<file path="src/rtl/irqst_pkg.sv">
package irqst_pkg;
  parameter int NREG = 4;
  parameter int REGW = 8;
  localparam int AW = (NREG > 1) ? $clog2(NREG) : 1;
  localparam int NFLAG = NREG * REGW;

  typedef struct packed {
    logic [NREG-1:0] clrHit;
    logic [NREG-1:0] maskLoad;
    logic            rdCapture;
    logic [AW-1:0]   rdIdx;
  } ctlStrobe_t;
endpackage

</file>
<file path="src/rtl/irqst_ctrl.sv">
module irqst_ctrl
  import irqst_pkg::*;
(
  input  logic          rdEn,
  input  logic [AW-1:0] rdAddr,
  input  logic          maskWrEn,
  input  logic [AW-1:0] maskWrAddr,
  output ctlStrobe_t    ctl
);
  for (genvar k = 0; k < NREG; k++) begin : g_dec
    assign ctl.clrHit[k]   = rdEn && (rdAddr == AW'(k));
    assign ctl.maskLoad[k] = maskWrEn && (maskWrAddr == AW'(k));
  end
  assign ctl.rdCapture = rdEn;
  assign ctl.rdIdx     = rdAddr;
endmodule

</file>
<file path="src/rtl/irqst_datapath.sv">
module irqst_datapath
  import irqst_pkg::*;
(
  input  logic             clk,
  input  logic             rstN,
  input  logic [NFLAG-1:0] trigIn,
  input  logic [REGW-1:0]  maskData,
  input  ctlStrobe_t       ctl,
  output logic [NFLAG-1:0] flagVec,
  output logic [NFLAG-1:0] maskVec,
  output logic [REGW-1:0]  rdData,
  output logic             irq
);
  for (genvar k = 0; k < NREG; k++) begin : g_word
    logic [REGW-1:0] flagQ, maskQ, trigSlice;
    assign trigSlice = trigIn[k*REGW +: REGW];

    // set has priority over the read clear
    always_ff @(posedge clk or negedge rstN) begin
      if (!rstN) flagQ <= '0;
      else if (ctl.clrHit[k]) flagQ <= trigSlice;
      else flagQ <= flagQ | trigSlice;
    end

    always_ff @(posedge clk or negedge rstN) begin
      if (!rstN) maskQ <= '0;
      else if (ctl.maskLoad[k]) maskQ <= maskData;
    end

    assign flagVec[k*REGW +: REGW] = flagQ;
    assign maskVec[k*REGW +: REGW] = maskQ;
  end

  always_ff @(posedge clk or negedge rstN) begin
    if (!rstN) begin
      rdData <= '0;
      irq    <= 1'b0;
    end else begin
      if (ctl.rdCapture) rdData <= flagVec[ctl.rdIdx*REGW +: REGW];
      irq <= |(flagVec & maskVec);
    end
  end
endmodule

</file>
<file path="src/rtl/evt_irq_status.sv">
module evt_irq_status
  import irqst_pkg::*;
(
  input  logic             clk,
  input  logic             rstN,
  input  logic [NFLAG-1:0] trigIn,
  input  logic             rdEn,
  input  logic [AW-1:0]    rdAddr,
  output logic [REGW-1:0]  rdData,
  input  logic             maskWrEn,
  input  logic [AW-1:0]    maskWrAddr,
  input  logic [REGW-1:0]  maskWrData,
  output logic             irq
);
  ctlStrobe_t       ctl;
  logic [NFLAG-1:0] flagVec;
  logic [NFLAG-1:0] maskVec;

  irqst_ctrl ctrl_i (
    .rdEn(rdEn), .rdAddr(rdAddr), .maskWrEn(maskWrEn),
    .maskWrAddr(maskWrAddr), .ctl(ctl)
  );

  irqst_datapath dp_i (
    .clk(clk), .rstN(rstN), .trigIn(trigIn), .maskData(maskWrData),
    .ctl(ctl), .flagVec(flagVec), .maskVec(maskVec),
    .rdData(rdData), .irq(irq)
  );
endmodule

</file>
<file path="config.mk">
export PLATFORM = sky130hd
export DESIGN_NAME = evt_irq_status
export DESIGN_NICKNAME = d
export VERILOG_FILES = /design/src/rtl/irqst_pkg.sv /design/src/rtl/irqst_ctrl.sv /design/src/rtl/irqst_datapath.sv /design/src/rtl/evt_irq_status.sv
export SDC_FILE = /design/constraint.sdc
export NUM_CORES = 1
export LEC_CHECK = 0
export BUFFER_PORTS_ARGS = -buffer_cell sky130_fd_sc_hd__buf_2
export CELL_PAD_IN_SITES_DETAIL_PLACEMENT = 1
export CELL_PAD_IN_SITES_GLOBAL_PLACEMENT = 2
export CORE_MARGIN = 2
export CORE_UTILIZATION = 40
export DETAILED_ROUTE_END_ITERATION = 7
export HOLD_SLACK_MARGIN = 0.02
export PLACE_DENSITY = 0.87
export SETUP_SLACK_MARGIN = 0.1
export SLEW_MARGIN = 0
export SYNTH_ARGS = -nofsm -noshare
export SYNTH_HDL_FRONTEND = slang
export SYNTH_SLANG_ARGS = --single-unit
</file>
<file path="constraint.sdc">
create_clock -name clk -period 2.65 [get_ports clk]
set_input_delay 0.1325 -clock clk [delete_from_list [all_inputs] [get_ports clk]]
set_output_delay 0.1325 -clock clk [all_outputs]
set_load 0.01 [all_outputs]
</file>
==> key figures <==
Critical path
  • WS Path Type: flip-flop to flip-flop
  • Worst EP arrival: 1630 ps
  • CP Max Fanout: 3
  • Worst setup EP type: flip-flop
  • R2R cell count: 3
  • CP required: 2860 ps
  • Startpoint Class: flip-flop

Power
  • Leakage: 0.00159 uW
  • Tot Pwr: 2420 uW
  • Sequential power share: 55.9%
  • P per Cell Area: 629 nW/um2
  • Worst vdd ir: 0.258 mV
  • Sw Ratio: 26.0%
  • Internal Power: 1790 uW
  • P_sw: 628 uW
  • Comb pwr share: 15.0%
  • Clock power frac: 29.1%

Final layout
  • Diodes inserted: 0
  • P&R area growth vs syn: 29.1%
  • Final Net Count: 331
  • Layout cells sized above 1: 40.2%
  • Footprint of the multi-input gates: 1120 um2
  • Fillers: 750
  • Final instance area: 3840 um2
  • Reg area: 1830 um2
  • Most frequent cells in the layout: dfrtp_1 (73), buf_2 (56), mux2_2 (35), dlygate4sd3_1 (33), a21o_1 (32)
  • Most common cell after layout, fill and taps aside: dfrtp_1

Clocking
  • CTS tree: done
  • Post-cts sizing count: 0
  • Htree depth: 3
  • Clock sinks: 73
  • Clock Path Buffers: 2
  • Total CTS buffers: 9
  • Clk Latency, worst-skew pair: 340 ps
  • Root buffer cell: clkbuf_8
  • Clk pin slew, worst setup/hold paths: 70 ps

STA
  • Worst Clk Skew: 8.79 ps
  • Period utilisation layout: 53.4%
  • Fin. Hold Viols: 0
  • Tightest Pin Transition: 890 ps
  • Setup tns final: 0 ps
  • Final Critical Period: 1420 ps
  • Final Setup Violations: 0
  • Peak Freq: 706 MHz
  • Pins over their slew limit: 0
  • RSZ-0062 raised after global routing: false
  • Max_slew headroom: 40.6%

Global routing
  • Initial antenna violation count: 0
  • Gr usage total: 21.6%
  • First-pass GRT wire length: 13.3 mm
  • Largest net degree at the start of global routing: 38
  • GRT overflow: 0
  • Vias in the first global route: 2,322

Floorplanning
  • Initial Util: 41.2%
  • Die Ht: 90.2 um
  • Floorplan row count: 31
  • Core Region: 7210 um2
  • Chip Width: 90.2 um
  • Die area: 8140 um2
  • I/O pin count: 57

Route
  • Vias per cell: 5.37
  • Final WL: 8.21 mm
  • Wirelength per Cell: 21.3 um
  • Highest routed layer: met4
  • DR pass1 iterations: 4
  • # DRC: 0
  • DR vias: 2,068
  • Detailed Route Iter0 Violations: 128
  • Detail Route met3 WL: 315 um
  • Post-route ant nets: 0
  • M1 WL: 3.66 mm
  • DR WL met2: 4.11 mm

Logic synthesis
  • Yosys warns: 0
  • Top cells by area, synth: dfrtp_1 (61%), mux2_2 (13%), a21o_1 (8.1%)
  • #FFs+latches synth: 73
  • Synth Instances: 186
  • Top cell type by total area after synthesis: dfrtp_1
  • Distinct cells, synth: 16
  • Syn nets: 234
  • Post-synth top area share: 61.4%
  • Post-synthesis cell area: 2980 um2
  • Sequential fraction of the synthesis area: 61.4%
  • Post-synthesis average cell area: 16.0 um2

Outcome
  • Status: finished clean

Placement
  • Final HPWL DP: 5.62 mm
  • Gpl congestion: 0.752
  • # port buffers: 56
  • Area after DPL: 3370 um2

Flow run
  • Max-cap viol count: 0

Hold path
  • Cells on Worst Hold Path: 2
  • HP Class: input pin to flip-flop
==> worst max-delay path, cell delays in order (launching register included) <==
cell	delay, ps
dfrtp_1	410
a22oi_1	220
nand4_1	120
or4_1	530
==> per-layer routing <==
metal,track usage [%],up-vias
met5,0,-
met4,6.79,0
met3,4.27,11
met2,35.7,64
met1,29.0,1090
li1,-,903
==> worst paths after layout <==
kind,startpoint,end,slack (ps)
worst max-delay path,dp_i.g_word[0].flagQ[3],dp_i.irq,1230
worst min-delay path,maskWrData[0],dp_i.g_word[1].maskQ[0],80
worst max register to register,dp_i.g_word[0].flagQ[3],dp_i.irq,1230
worst min register to register,dp_i.rdData[6],dp_i.rdData[6],510
max in group asynchronous,rstN,dp_i.g_word[0].flagQ[4],1510
min in group asynchronous,rstN,dp_i.g_word[2].maskQ[1],460
==> cells in the mapped netlist <==
| master | instances |
|---|---|
| a21o_1 | 32 |
| a22oi_1 | 16 |
| buf_2 | 1 |
| buf_6 | 2 |
| clkbuf_1 | 1 |
| dfrtp_1 | 73 |
| mux2_2 | 35 |
| mux2_4 | 5 |
| mux4_1 | 2 |
| mux4_2 | 6 |
| nand3_1 | 2 |
| nand3b_1 | 4 |
| nand4_1 | 4 |
| nor3b_4 | 1 |
| or3b_2 | 1 |
| or4_1 | 1 |
==> sequential cells by signal (all words and copies together) (netlist names) <==
name and count:
dp_i.g_word.flagQ 32, dp_i.rdData 8, dp_i.g_word.maskQ 32, dp_i.irq 1
==> kinds of logic (layout without fill, tap and decap cells) <==
kind of cell	count (synthesis)	count (layout)	share of synthesized area (%)
flip-flops	73	73	61.4
AO/OA/AOI/OAI	48	48	12.1
multiplexers	48	48	22.1
AND/OR/NAND/NOR	13	13	3.36
buffers and inverters	4	104	1.05
==> per-stage QoR <==
| stage | setup slack (ps) | util [%] | cells | hold WS [ps] |
|---|---|---|---|---|
| after floorplan | 1400 | - | 186 | -163 |
| after global placement | 1260 | 46.7 | 338 | 278 |
| after detailed placement | 1230 | 46.7 | 338 | 285 |
| after CTS | 1220 | 53.3 | 385 | 67.0 |
| after global routing | 1170 | 53.3 | 385 | 80.0 |
| final | 1230 | 53.3 | 385 | 76.2 |
==> what timing repair did <==
action | CTS | global route
setup buffers | 0 | 0
hold endpoints to repair | 68 | 0
hold buffers | 33 | 0
==> power by group through the flow <==
stage                     sequential, uW  clock (uW)  combinational (uW)
final                               1350         704                 362
after global routing                1360         766                 396
after CTS                           1350         720                 362
after detailed placement            1370           0                 323
after global placement              1360           0                 305
after floorplan                     1320           0                 198
==> area by class of cell <==
class                           instances  share of cell area, %
Timing Repair Buffer                   90                   16.4
Multi-Input combinational cell        109                   29.1
Sequential cell                        73                   47.5
Clock inverter                          1                  0.130
Clock buffer                           13                   3.61
Tap cell                               99                   3.22
(Power assumes the default switching activity.)
